[src/rtl/pcu_pkg.sv]
package pcu_pkg;

  typedef enum logic {
    MODE_MERGE = 1'b0,
    MODE_RESET = 1'b1
  } pcu_mode_e;

endpackage

[src/rtl/pcu_src_select.sv]
module pcu_src_select #(
  parameter int N  = 8,
  parameter int FW = 4,
  parameter int SW = 2
) (
  input  logic [N-1:0]    src_bits,
  input  logic            src_use,
  input  logic            cond_use,
  input  logic [N*FW-1:0] cond_fields,
  input  logic [SW-1:0]   fld_sel,
  input  logic            fld_want,
  output logic [N-1:0]    test_bits
);

  // One condition comparator per element; condition mode wins over the plain source.
  for (genvar gi = 0; gi < N; gi++) begin : g_elem
    logic [FW-1:0] field;
    logic          cond_hit;
    assign field    = cond_fields[gi*FW +: FW];
    assign cond_hit = (field[fld_sel] == fld_want);
    assign test_bits[gi] = cond_use ? cond_hit : (src_use ? src_bits[gi] : 1'b1);
  end

endmodule

[src/rtl/pcu_prefix_merge.sv]
module pcu_prefix_merge #(
  parameter int N  = 8,
  parameter int CW = 4
) (
  input  logic                 clk,
  input  logic                 rst_n,
  input  logic [N-1:0]         test_bits,
  input  logic [N-1:0]         en_bits,
  output logic [N-1:0][CW-1:0] cnt
);

  logic [CW-1:0] acc;

  // Exclusive prefix count of enabled test bits.
  always_comb begin
    acc = '0;
    for (int i = 0; i < N; i++) begin
      cnt[i] = acc;
      acc    = acc + {{(CW-1){1'b0}}, (test_bits[i] & en_bits[i])};
    end
  end

  for (genvar gi = 0; gi < N; gi++) begin : g_bound

    cnt_bound_chk: assert property (@(posedge clk) disable iff (!rst_n)
      cnt[gi] <= CW'(gi));
  end

endmodule

[src/rtl/pcu_prefix_reset.sv]
module pcu_prefix_reset #(
  parameter int N  = 8,
  parameter int CW = 4
) (
  input  logic                 clk,
  input  logic                 rst_n,
  input  logic [N-1:0]         test_bits,
  input  logic [N-1:0]         mask_bits,
  input  logic [N-1:0]         act_bits,
  output logic [N-1:0][CW-1:0] cnt
);

  logic [CW-1:0] acc;

  // Segmented count: a masked-off active element clears the running count.
  always_comb begin
    acc = '0;
    for (int i = 0; i < N; i++) begin
      cnt[i] = acc;
      if (act_bits[i] && mask_bits[i]) begin
        acc = acc + {{(CW-1){1'b0}}, test_bits[i]};
      end else if (act_bits[i]) begin
        acc    = '0;
        cnt[i] = '0;
      end
    end
  end

  for (genvar gi = 1; gi < N; gi++) begin : g_restart

    restart_zero_chk: assert property (@(posedge clk) disable iff (!rst_n)
      (act_bits[gi] && mask_bits[gi] && act_bits[gi-1] && !mask_bits[gi-1])
        |-> (cnt[gi] == '0));
  end

endmodule

[src/rtl/prefix_count_unit.sv]
module prefix_count_unit
  import pcu_pkg::*;
#(
  parameter int N         = 8,
  parameter int FW        = 4,
  parameter bit TAIL_ZERO = 1'b0,
  localparam int CW   = $clog2(N + 1),
  localparam int VL_W = $clog2(N + 1),
  localparam int SW   = $clog2(FW)
) (
  input  logic            clk,
  input  logic            rst_n,
  input  logic            start,
  input  logic [VL_W-1:0] vlen,
  input  logic            mode_reset,
  input  logic            src_use,
  input  logic [N-1:0]    src_bits,
  input  logic            cond_use,
  input  logic [N*FW-1:0] cond_fields,
  input  logic [SW-1:0]   fld_sel,
  input  logic            fld_want,
  input  logic            mask_use,
  input  logic [N-1:0]    mask_bits,
  input  logic [N*CW-1:0] prev_dest,
  output logic            done,
  output logic [N*CW-1:0] counts
);

  // Reset release synchroniser
  logic [1:0] rst_pipe;
  logic       rst_int_n;

  always_ff @(posedge clk or negedge rst_n) begin
    if (!rst_n) rst_pipe <= '0;
    else        rst_pipe <= {rst_pipe[0], 1'b1};
  end
  assign rst_int_n = rst_pipe[1];

  // Operand qualification
  pcu_mode_e      mode_sel;
  logic [VL_W-1:0] vl_eff;
  logic [N-1:0]    act_bits;
  logic [N-1:0]    mask_eff;
  logic [N-1:0]    wr_bits;
  logic [N-1:0]    test_bits;

  assign mode_sel = pcu_mode_e'(mode_reset);
  assign vl_eff   = (vlen > VL_W'(N)) ? VL_W'(N) : vlen;
  assign mask_eff = mask_use ? mask_bits : {N{1'b1}};

  for (genvar gi = 0; gi < N; gi++) begin : g_act
    assign act_bits[gi] = (VL_W'(gi) < vl_eff);
  end
  assign wr_bits = act_bits & mask_eff;

  pcu_src_select #(.N(N), .FW(FW), .SW(SW)) u_src (
    .src_bits    (src_bits),
    .src_use     (src_use),
    .cond_use    (cond_use),
    .cond_fields (cond_fields),
    .fld_sel     (fld_sel),
    .fld_want    (fld_want),
    .test_bits   (test_bits)
  );

  logic [N-1:0][CW-1:0] merge_cnt;
  logic [N-1:0][CW-1:0] reset_cnt;

  pcu_prefix_merge #(.N(N), .CW(CW)) u_merge (
    .clk       (clk),
    .rst_n     (rst_int_n),
    .test_bits (test_bits),
    .en_bits   (wr_bits),
    .cnt       (merge_cnt)
  );

  pcu_prefix_reset #(.N(N), .CW(CW)) u_reset (
    .clk       (clk),
    .rst_n     (rst_int_n),
    .test_bits (test_bits),
    .mask_bits (mask_eff),
    .act_bits  (act_bits),
    .cnt       (reset_cnt)
  );

  // Next-state selection per element
  logic [N*CW-1:0] counts_d;
  logic [N*CW-1:0] counts_q;
  logic            done_q;

  for (genvar gi = 0; gi < N; gi++) begin : g_next
    logic [CW-1:0] prev_e;
    logic [CW-1:0] tail_e;
    assign prev_e = prev_dest[gi*CW +: CW];
    if (TAIL_ZERO) begin : g_tail_zero
      assign tail_e = '0;
    end else begin : g_tail_keep
      assign tail_e = prev_e;
    end
    always_comb begin
      if (wr_bits[gi]) begin
        counts_d[gi*CW +: CW] = (mode_sel == MODE_RESET) ? reset_cnt[gi] : merge_cnt[gi];
      end else if (act_bits[gi]) begin
        counts_d[gi*CW +: CW] = prev_e;
      end else begin
        counts_d[gi*CW +: CW] = tail_e;
      end
    end
  end

  // Registers with explicit enable
  always_ff @(posedge clk or negedge rst_int_n) begin
    if (!rst_int_n) begin
      counts_q <= '0;
      done_q   <= 1'b0;
    end else begin
      done_q <= start;
      if (start) counts_q <= counts_d;
    end
  end

  assign done   = done_q;
  assign counts = counts_q;


  counts_hold_chk: assert property (@(posedge clk) disable iff (!rst_int_n)
    !$past(start) |-> (counts == $past(counts)));


  first_elem_zero_chk: assert property (@(posedge clk) disable iff (!rst_int_n)
    (done && $past(wr_bits[0])) |-> (counts[CW-1:0] == '0));

  if (!TAIL_ZERO) begin : g_tail_chk
    for (genvar gi = 0; gi < N; gi++) begin : g_e

      tail_keep_chk: assert property (@(posedge clk) disable iff (!rst_int_n)
        (done && $past(!act_bits[gi])) |->
          (counts[gi*CW +: CW] == $past(prev_dest[gi*CW +: CW])));
    end
  end

endmodule

[config.mk]
export PLATFORM = sky130hd
export DESIGN_NAME = prefix_count_unit
export DESIGN_NICKNAME = d
export VERILOG_FILES = /design/src/rtl/pcu_pkg.sv /design/src/rtl/pcu_src_select.sv /design/src/rtl/pcu_prefix_merge.sv /design/src/rtl/pcu_prefix_reset.sv /design/src/rtl/prefix_count_unit.sv
export SDC_FILE = /design/constraint.sdc
export NUM_CORES = 1
export LEC_CHECK = 0
export BUFFER_PORTS_ARGS = -buffer_cell sky130_fd_sc_hd__buf_2
export CAP_MARGIN = 10
export CORE_MARGIN = 8
export CORE_UTILIZATION = 29
export DETAILED_ROUTE_END_ITERATION = 7
export PLACE_DENSITY = 0.62
export SYNTH_ARGS = -nofsm -noshare
export SYNTH_HDL_FRONTEND = slang
export SYNTH_SLANG_ARGS = --single-unit
[constraint.sdc]
create_clock -name clk -period 3.1 [get_ports clk]
set_input_delay 0 -clock clk [delete_from_list [all_inputs] [get_ports clk]]
set_output_delay 0 -clock clk [all_outputs]
set_load 0.005 [all_outputs]
==> impl_metrics.csv, run 1 <==
group,metric,value,unit
yosys,synth.area.top_cells,"dfrtp_1 (26%), ha_1 (7.0%), nand2_1 (4.5%)",
clock_network,clk_latency,0.27,ns
grt,gr-usage-all-layers,14.60,%
route,via_per_inst,4.958,
clock_network,cts_tree,"done",
timing,fin_crit,4.418,ns
status,status,"finished, violations left",
critical_path,cp.required,3.26,ns
yosys,yosysMostFrequentCell,"nand2_1",
floorplanning,dieWidth,124.6,um
finish,regArea,875.8,um^2
pwr,p_switching,0.0008738,W
finish,drive_gt1_share,50.00,%
route,drtAntennaViolNets,0,
yosys,ys_top_cells_by_count,"nand2_1 (41), nor2_1 (40), dfrtp_1 (35), a21oi_1 (25), inv_1 (21)",
pwr,p_total,0.002539,W
timing,fin_skew,0.001914,ns
critical_path,path_buf_inv,1,
finish,multiInputGateArea,0.002589,mm^2
pwr,pwr-share-seq,21.6,%
floorplanning,row_count,39,
critical_path,crit_top_cell,"ha_4",
route,drt-pass1-iter-count,4,
yosys,synth_top_area_share,25.61,%
timing,fin_tns_setup,-8.601,ns
floorplanning,pin_count,127,
timing,worst_slack,-1.318,ns
timing,max_freq,226.4,MHz
critical_path,cp_max_fo,5,
yosys,avgSynthCellArea,8.657,um^2
yosys,synth_top_flop_cell,"dfrtp_1",
timing,slew_violations,0,
grt,grt_max_degree,53,
floorplanning,die_h,124.6,um
placement,place_congestion,0.8797,
floorplanning,core,0.01147,mm^2
critical_path,startpoint_type,"primary input",
grt,grt_pass1_vias,3941,
pwr,internal_power,0.001665,W
critical_path,slowest_stage,"ha_2",
yosys,yosysUniqueCellTypes,78,
critical_path,path_class,"primary input to flip-flop",
grt,grt_overflow,0,
timing,relSlewSlack,50.38,%
pwr,power.density,463.7,mW/mm^2
critical_path,arrival,4.58,ns
finish,diodes,0,
clock_network,cts-root-buf,"clkbuf_16",
placement,numPortBuffers,121,
clock_network,htreeDepth,2,
clock_network,cts_sinks,35,
pwr,power.share.clock,22.3,%
placement,place_hpwl,9475,um
yosys,async_reset_ff_share,100.0,%
pwr,p_comb_share,56.2,%
critical_path,cp_slowest_stage_delay,0.34,ns
finish,nNetsFinal,729,
route,drt_iter0_markers,216,
grt,grt_pass1_wl,19240,um
yosys,synth_edf_count,0,
pwr,vdd_drop_max,356.9,uV
timing,finalHoldViolCount,0,
yosys,synth_area,0.003420,mm^2
grt,antenna_found_initial,0,
finish,area_delta_synth_final,60.08,%
route,routed_wl,12220,um
yosys,netlist_instances,395,
route,wl_per_cell,16.10,um
yosys,yosysTopAreaCell,"dfrtp_1",
floorplanning,dieArea,0.01552,mm^2
critical_path,endpoint_kind,"flip-flop",
job,drv_cap,0,
status,violations,"setup timing",
clock_network,clkSlewWorstSetupHoldPaths,0.05,ns
clock_network,ctsLongestPathBuffers,2,
timing,grt_setup_unrepaired,"true",
timing,tightestPinTransition,0.7394,ns
yosys,yosysWarningCount,0,
critical_path,critPathTopFamily,"compound AO/OA/AOI/OAI gates",
yosys,ys_ff_latch,35,
route,vias,3763,
pwr,p_leak,2.561,nW
timing,fin_crit_sh,142.5,%
yosys,syn_nets,509,
timing,setup-violations-final,11,
clock_network,cts_buffers,5,
finish,n_fill_cell,1077,
floorplanning,start_util,29.82,%
placement,dp_slack,-1.647,ns
pwr,switching_share,34.42,%
route,drc,0,
min_path,hold_class,"primary input to flip-flop",
yosys,yosysSeqAreaShare,25.61,%
-- registers in the layout (all words and copies together), names as in the netlist --
name / cells
rst_pipe: 2
counts: 32
done: 1
-- metal layers --
metal	GRT usage [%]	share of wire [%]
met1	17.58	45
met2	25.57	49
met3	2.511	4.9
met4	4.890	1.8
met5	0	0
-- path summary, 6_finish.rpt --
kind                                        start  cells past startpoint  slack, ns                      to
setup / recovery                       fld_sel[1]                     25      -1.32  counts[31]$_DFFE_PN0P_
hold / removal                      prev_dest[22]                      3       0.02  counts[22]$_DFFE_PN0P_
setup reg to reg           counts[31]$_DFFE_PN0P_                      3       2.17  counts[31]$_DFFE_PN0P_
hold reg to reg             rst_pipe[1]$_DFF_PN0_                      1       0.27          done$_DFF_PN0_
max in group asynchronous   rst_pipe[1]$_DFF_PN0_                      1       2.52  counts[12]$_DFFE_PN0P_
min in group asynchronous                   rst_n                      2       0.03   rst_pipe[1]$_DFF_PN0_
-- cells by family after synthesis --
family                   count (synthesis)  share of synthesized area [%]
AND/OR/NAND/NOR                        139                          20.64
AO/OA/AOI/OAI                          118                          25.28
buffers and inverters                   44                          8.123
flip-flops                              35                          25.61
multiplexers                            25                          9.367
adder cells (fa/ha/maj)                 20                          7.538
XOR/XNOR                                13                          3.330
other                                    1                         0.1097
-- stage by stage --
stage / instances / hold WS, ns / util [%] / cell area [um^2]
2_1_floorplan: 395 / -0.2956 / - / 3561
3_3_place_gp: 705 / -0.2145 / 40.49 / 4643
3_5_place_dp: 705 / -0.2132 / 40.49 / 4643
4_1_cts: 753 / 0.02010 / 46.00 / 5275
5_1_grt: 759 / 0.03034 / 47.74 / 5474
6_report: 759 / 0.01803 / 47.74 / 5474
-- tightest hold or removal path: cells and delay by family --
kind                   cells  cell delay [ns]
buffers and inverters      1             0.08
AOI/OAI and AO/OA          2             0.17
-- power by group through the flow --
stage | registers (W) | clock network [W] | logic [W]
3_3_place_gp | 0.000554 | 0 | 0.00108
3_5_place_dp | 0.000556 | 0 | 0.00110
2_1_floorplan | 0.000565 | 0 | 0.000645
6_report | 0.000548 | 0.000565 | 0.00143
4_1_cts | 0.000548 | 0.000577 | 0.00130
5_1_grt | 0.000554 | 0.000600 | 0.00155
-- what timing repair did --
action | CTS | global route
endpoints found under the setup margin | 11 | 12
hold endpoints to repair | 19 | 0
pin swaps | 18 | 22
hold buffers | 18 | 0
resized for setup | 27 | 36
buffers inserted | 24 | 14
-- area by class of cell --
type | instances | share of cell area [%]
clock buffer | 5 | 2.286
clock inverter | 3 | 0.8000
inverter | 21 | 1.486
multi-input combinational | 316 | 47.29
sequential | 35 | 16.00
tap | 143 | 3.269
timing repair buffer | 236 | 28.87
-- layout by cell type, fill, tap and decap left out, types with 4 or more instances in the layout --
cell type,n
inv_1,17
a21oi_2,4
mux2i_1,10
buf_2,119
ha_4,6
dlygate4sd3_1,18
o211ai_1,6
nor2_1,38
nand2_1,38
mux2_2,4
a21oi_1,21
clkbuf_16,5
nand3_1,12
nor2b_1,4
o21ai_0,14
buf_6,13
nand2b_1,4
mux4_2,5
a31oi_1,11
buf_4,85
dfrtp_1,35
and2_1,6
a211oi_2,4
o22ai_1,10
mux2i_2,4
ha_1,11
o21ai_1,6
xor2_1,10
No activity file was read; power rests on OpenSTA's default activity.
==> inputs of run 2 (changes only) <==
RECOVER_POWER = 50   (was default)
==> run 2 against run 1 <==
  * The run ends with capacitance limit, slew limit, setup timing left
  * Clock power is essentially flat
  * Maximum frequency is essentially flat
  * Sequential share of layout area grew 0.051 points
  * Non-clock buffer count is the same
  * Power is essentially flat
  * Critical endpoint unchanged
==> impl_metrics.csv, run 2 (synthesis results as in run 1) <==
group,metric,value,unit
grt,gr-usage-all-layers,14.60,%
placement,place_hpwl,9475,um
min_path,hold_class,"primary input to flip-flop",
pwr,power.density,464.8,mW/mm^2
grt,grt_pass1_vias,3941,
timing,fin_tns_setup,-8.747,ns
timing,slew_violations,87,
status,status,"finished, violations left",
floorplanning,core,0.01147,mm^2
finish,mostFrequentLayoutCells,"buf_2 (111), buf_4 (83), nand2_1 (38), nor2_1 (38), dfrtp_1 (35)",
grt,grt_overflow,0,
critical_path,cp.required,3.26,ns
finish,area_delta_synth_final,59.57,%
finish,layoutNonFillerInstCount,759,
placement,post-place-cells,705,
route,vias,3764,
timing,worst_slack,-1.318,ns
pwr,p_switching,0.0008744,W
critical_path,worst_r2r_path_depth,1,
finish,final_common_cell,"buf_2",
grt,antenna_found_initial,0,
clock_network,ctsLongestPathBuffers,2,
clock_network,cts-root-buf,"clkbuf_16",
clock_network,cts_buffers,5,
route,drt_iter0_markers,218,
critical_path,path_class,"primary input to flip-flop",
clock_network,clkSlewWorstSetupHoldPaths,0.05,ns
pwr,pwr-share-seq,21.6,%
timing,tightestPinTransition,2.031,ns
floorplanning,start_util,29.82,%
route,drt-pass1-iter-count,4,
finish,utilization,47.58,%
floorplanning,dieArea,0.01552,mm^2
min_path,holdPathStages,3,
floorplanning,die_h,124.6,um
floorplanning,pin_count,127,
pwr,p_comb_share,56.1,%
critical_path,cp_max_fo,5,
timing,fin_skew,0.001914,ns
finish,nNetsFinal,729,
timing,fin_crit,4.418,ns
job,drv_cap,2,
timing,whs,0.01803,ns
timing,fin_crit_sh,142.5,%
critical_path,arrival,4.58,ns
floorplanning,row_count,39,
pwr,p_leak,2.530,nW
timing,finalHoldViolCount,0,
floorplanning,dieWidth,124.6,um
route,routed_wl,12230,um
timing,max_freq,226.4,MHz
critical_path,startpoint_type,"primary input",
placement,place_congestion,0.8797,
route,via_per_inst,4.959,
route,drtAntennaViolNets,0,
finish,largest_reg_flops,32,
placement,dp_slack,-1.647,ns
clock_network,clk_latency,0.27,ns
route,drc,0,
status,violations,"capacitance limit, slew limit, setup timing",
pwr,vdd_drop_max,356.9,uV
timing,setup-violations-final,11,
clock_network,cts_sinks,35,
pwr,internal_power,0.001662,W
pwr,switching_share,34.48,%
critical_path,endpoint_kind,"flip-flop",
route,wl_per_cell,16.11,um
clock_network,htreeDepth,2,
timing,grt_setup_unrepaired,"true",
grt,grt_pass1_wl,19240,um
timing,relSlewSlack,-35.43,%
grt,grt_max_degree,53,
clock_network,cts_tree,"done",
pwr,power.share.clock,22.3,%
finish,drive_gt1_share,48.38,%
finish,diodes,0,
placement,numPortBuffers,121,
==> run 2: power groups by stage <==
| stage | combinational [W] | clock (W) | sequential [W] |
|---|---|---|---|
| final | 0.00142 | 0.000565 | 0.000549 |
| after global routing | 0.00155 | 0.000600 | 0.000555 |
| after CTS | 0.00130 | 0.000577 | 0.000548 |
| after detailed placement | 0.00110 | 0 | 0.000556 |
| after global placement | 0.00108 | 0 | 0.000554 |
| after floorplan | 0.000645 | 0 | 0.000565 |
==> run 2: final timing paths <==
path | end | slack (ns) | from
min in group asynchronous | rst_pipe[1]$_DFF_PN0_ | 0.03 | rst_n
worst max-delay path | counts[31]$_DFFE_PN0P_ | -1.32 | fld_sel[1]
worst min-delay path | counts[22]$_DFFE_PN0P_ | 0.02 | prev_dest[22]
worst max register to register | counts[12]$_DFFE_PN0P_ | 1.25 | rst_pipe[1]$_DFF_PN0_
worst min register to register | rst_pipe[1]$_DFF_PN0_ | 0.35 | rst_pipe[0]$_DFF_PN0_
max in group asynchronous | counts[12]$_DFFE_PN0P_ | 1.25 | rst_pipe[1]$_DFF_PN0_
==> run 2: repair_timing <==
item                                    4_1_cts  5_1_grt
resized for setup                            27       36
setup buffers                                24       14
hold buffers                                 18        0
endpoints found under the setup margin       11       12
hold endpoints to repair                     19        0
pin swaps                                    18       22
==> run 2: final cells by class <==
type / instances / area (um^2)
Sequential cell: 35 / 875.8
Multi-Input combinational cell: 316 / 2589
Fill cell: 1083 / 6011
Inverter: 21 / 81.33
Clock buffer: 5 / 125.1
Tap cell: 143 / 178.9
Timing Repair Buffer: 236 / 1563
Clock inverter: 3 / 43.79
==> run 2: stage by stage <==
step	cell area, um^2	total power (W)
5_1_grt	5456	0.002706
2_1_floorplan	3561	0.001210
3_5_place_dp	4643	0.001656
4_1_cts	5275	0.002429
6_report	5456	0.002536
3_3_place_gp	4643	0.001630
==> run 2: critical path, cell delays in order <==
cell and delay, ns:
buf_12 0.09, mux2i_2 0.22, mux2i_1 0.26, o211ai_1 0.16
a211oi_2 0.25, nor2_1 0.09, ha_2 0.34, nand2_2 0.08
o21ai_4 0.09, ha_4 0.22, and3_4 0.14, a21o_1 0.19
ha_4 0.18, ha_4 0.23, a221o_1 0.33, a31oi_4 0.19
nor2_4 0.06, ha_4 0.19, o2111ai_2 0.15, and4b_1 0.22
o31ai_2 0.17, and2b_4 0.20, a41oi_1 0.12, a21boi_2 0.17
a211o_1 0.22
==> run 2: layer usage <==
metal / up-vias / wire (um) / GRT usage [%]
met4: 0 / 225 / 4.890
met3: 15 / 598 / 2.511
met1: 1769 / 5459 / 17.58
met2: 93 / 5947 / 25.57
met5: - / 0 / 0
li1: 1887 / - / -
==> inputs of run 3 (changes only) <==
CELL_PAD_IN_SITES_DETAIL_PLACEMENT = 0   (was default)
CELL_PAD_IN_SITES_GLOBAL_PLACEMENT = 2   (was default)
CORE_UTILIZATION = 31   (was 29)
PLACE_DENSITY = 0.95   (was 0.62)
==> run 3 against run 2 <==
  * The run ends with setup timing left
  * Register-to-register slack improved by 0.89 ns
  * Utilization rose by 4.1 points
  * Routed wire length fell by 0.72%
  * Setup slack improved by 0.062 ns
  * Die area fell by 5.6%
  * Clock-buffer cell count rose by 1
  * Via count fell by 0.35%
  * Power fell by 1.8%
  * First-iteration DRC count fell by 6.9%
==> impl_metrics.csv, run 3 (synthesis results as in run 1) <==
group,metric,value,unit
critical_path,startpoint_type,"primary input",
placement,place_congestion,0.8478,
floorplanning,die_h,121.0,um
clock_network,clk_latency,0.29,ns
clock_network,cts_tree,"done",
pwr,p_leak,2.553,nW
finish,n_fill_cell,994,
critical_path,slowest_stage,"ha_2",
route,drc,0,
grt,antenna_found_initial,0,
finish,area_delta_synth_final,63.08,%
clock_network,htreeDepth,2,
floorplanning,dieArea,0.01465,mm^2
route,vias,3751,
finish,utilization,51.67,%
critical_path,cp_slowest_stage_delay,0.32,ns
finish,final_common_cell,"buf_2",
timing,fin_skew,0.006805,ns
placement,numPortBuffers,121,
pwr,p_total,0.002491,W
min_path,min_from,"prev_dest[13]",
timing,setup-violations-final,11,
finish,diodes,0,
clock_network,ctsLongestPathBuffers,2,
route,drt_iter0_markers,203,
critical_path,path_class,"primary input to flip-flop",
min_path,hold_class,"primary input to flip-flop",
grt,grt_max_degree,65,
route,wl_per_cell,16.06,um
finish,largest_reg_flops,32,
finish,nNetsFinal,729,
floorplanning,start_util,31.68,%
status,status,"finished, violations left",
finish,mostFrequentLayoutCells,"buf_2 (118), buf_4 (81), nand2_1 (38)",
finish,regArea,875.8,um^2
timing,fin_crit_sh,140.5,%
grt,grt_pass1_vias,3821,
placement,post-place-cells,705,
critical_path,r2r_slack,2.14,ns
timing,grt_setup_unrepaired,"true",
finish,multiInputGateArea,0.002740,mm^2
grt,gr-usage-all-layers,15.69,%
floorplanning,core,0.01079,mm^2
route,via_per_inst,4.962,
critical_path,cp.required,3.28,ns
critical_path,endpoint_kind,"flip-flop",
status,violations,"setup timing",
clock_network,cts_sinks,35,
critical_path,arrival,4.54,ns
floorplanning,dieWidth,121.0,um
grt,grt_overflow,0,
timing,max_freq,229.6,MHz
critical_path,cp_max_fo,5,
timing,relSlewSlack,48.29,%
finish,drive_gt1_share,51.46,%
timing,worst_slack,-1.256,ns
route,routed_wl,12140,um
pwr,power.density,446.6,mW/mm^2
route,drt-pass1-iter-count,4,
critical_path,crit_top_cell,"ha_4",
critical_path,worst_r2r_startpoint,"counts[31]$_DFFE_PN0P_",
floorplanning,pin_count,127,
timing,slew_violations,0,
critical_path,worst_r2r_path_depth,3,
clock_network,cts_buffers,5,
min_path,holdPathStages,3,
critical_path,regToRegEndpoint,"counts[31]$_DFFE_PN0P_",
timing,fin_crit,4.356,ns
placement,place_hpwl,9436,um
clock_network,clkSlewWorstSetupHoldPaths,0.07,ns
timing,finalHoldViolCount,0,
floorplanning,row_count,38,
finish,layoutNonFillerInstCount,756,
min_path,min_to,"counts[13]$_DFFE_PN0P_",
clock_network,cts-root-buf,"clkbuf_8",
grt,grt_pass1_wl,18870,um
route,drtAntennaViolNets,0,
timing,tightestPinTransition,0.7705,ns
pwr,vdd_drop_max,259.3,uV
job,drv_cap,0,
==> run 3: layer usage <==
metal	GRT usage (%)	vias up	share of wire [%]
li1	-	1886	-
met1	20.04	1761	45
met2	26.60	93	48
met3	3.211	11	5.6
met4	3.357	0	1.6
met5	0	-	0
==> run 3: metrics by stage <==
stage / setup WS, ns / cell area [um^2] / hold slack (ns) / setup TNS [ns]
3_3_place_gp: -1.546 / 4662 / -0.2143 / -10.99
5_1_grt: -1.530 / 5577 / 0.01736 / -10.78
3_5_place_dp: -1.679 / 4662 / -0.2123 / -11.76
2_1_floorplan: -1.554 / 3561 / -0.2956 / -9.359
6_report: -1.256 / 5577 / 0.004784 / -8.518
4_1_cts: -1.242 / 5256 / 0.004527 / -8.598
==> run 3: how the worst max path moves through the flow <==
stage / from / endpoint / slack [ns] / depth (start not counted)
6_report: fld_sel[1] / counts[31]$_DFFE_PN0P_ / -1.26 / 25
5_1_grt: fld_sel[1] / counts[30]$_DFFE_PN0P_ / -1.53 / 25
3_5_place_dp: fld_sel[1] / counts[31]$_DFFE_PN0P_ / -1.68 / 25
2_1_floorplan: vlen[2] / counts[31]$_DFFE_PN0P_ / -1.55 / 27
4_1_cts: fld_sel[1] / counts[30]$_DFFE_PN0P_ / -1.24 / 25
3_3_place_gp: fld_sel[1] / counts[31]$_DFFE_PN0P_ / -1.55 / 25
==> run 3: layout make-up <==
type / instances / area share, %
inverters: 21 / 1.414
flip-flops and latches: 35 / 15.71
clock buffers: 6 / 1.481
multi-input cells: 316 / 49.14
clock inverters: 2 / 0.6282
well taps: 140 / 3.141
repair buffers: 236 / 28.49
==> run 3: critical path, delay by kind of cell <==
kind / cells / cell delay, ns
AOI/OAI and AO/OA: 11 / 2.04
adders and majority gates: 5 / 1.16
and+or+nand+nor: 6 / 0.77
muxes: 2 / 0.46
buffers and inverters: 1 / 0.10
==> run 3: timing repair <==
item	CTS	global route
setup buffers	16	18
endpoints found under the setup margin	11	15
gates resized for setup	29	51
endpoints found under the hold margin	20	0
pin swaps	18	21
hold buffers	19	0
==> run 3: report_power, final <==
group	switching (W)	internal, W
sequential	0.0000310	0.000516
clock	0.000168	0.000260
combinational	0.000686	0.000830
total	0.000884	0.00161
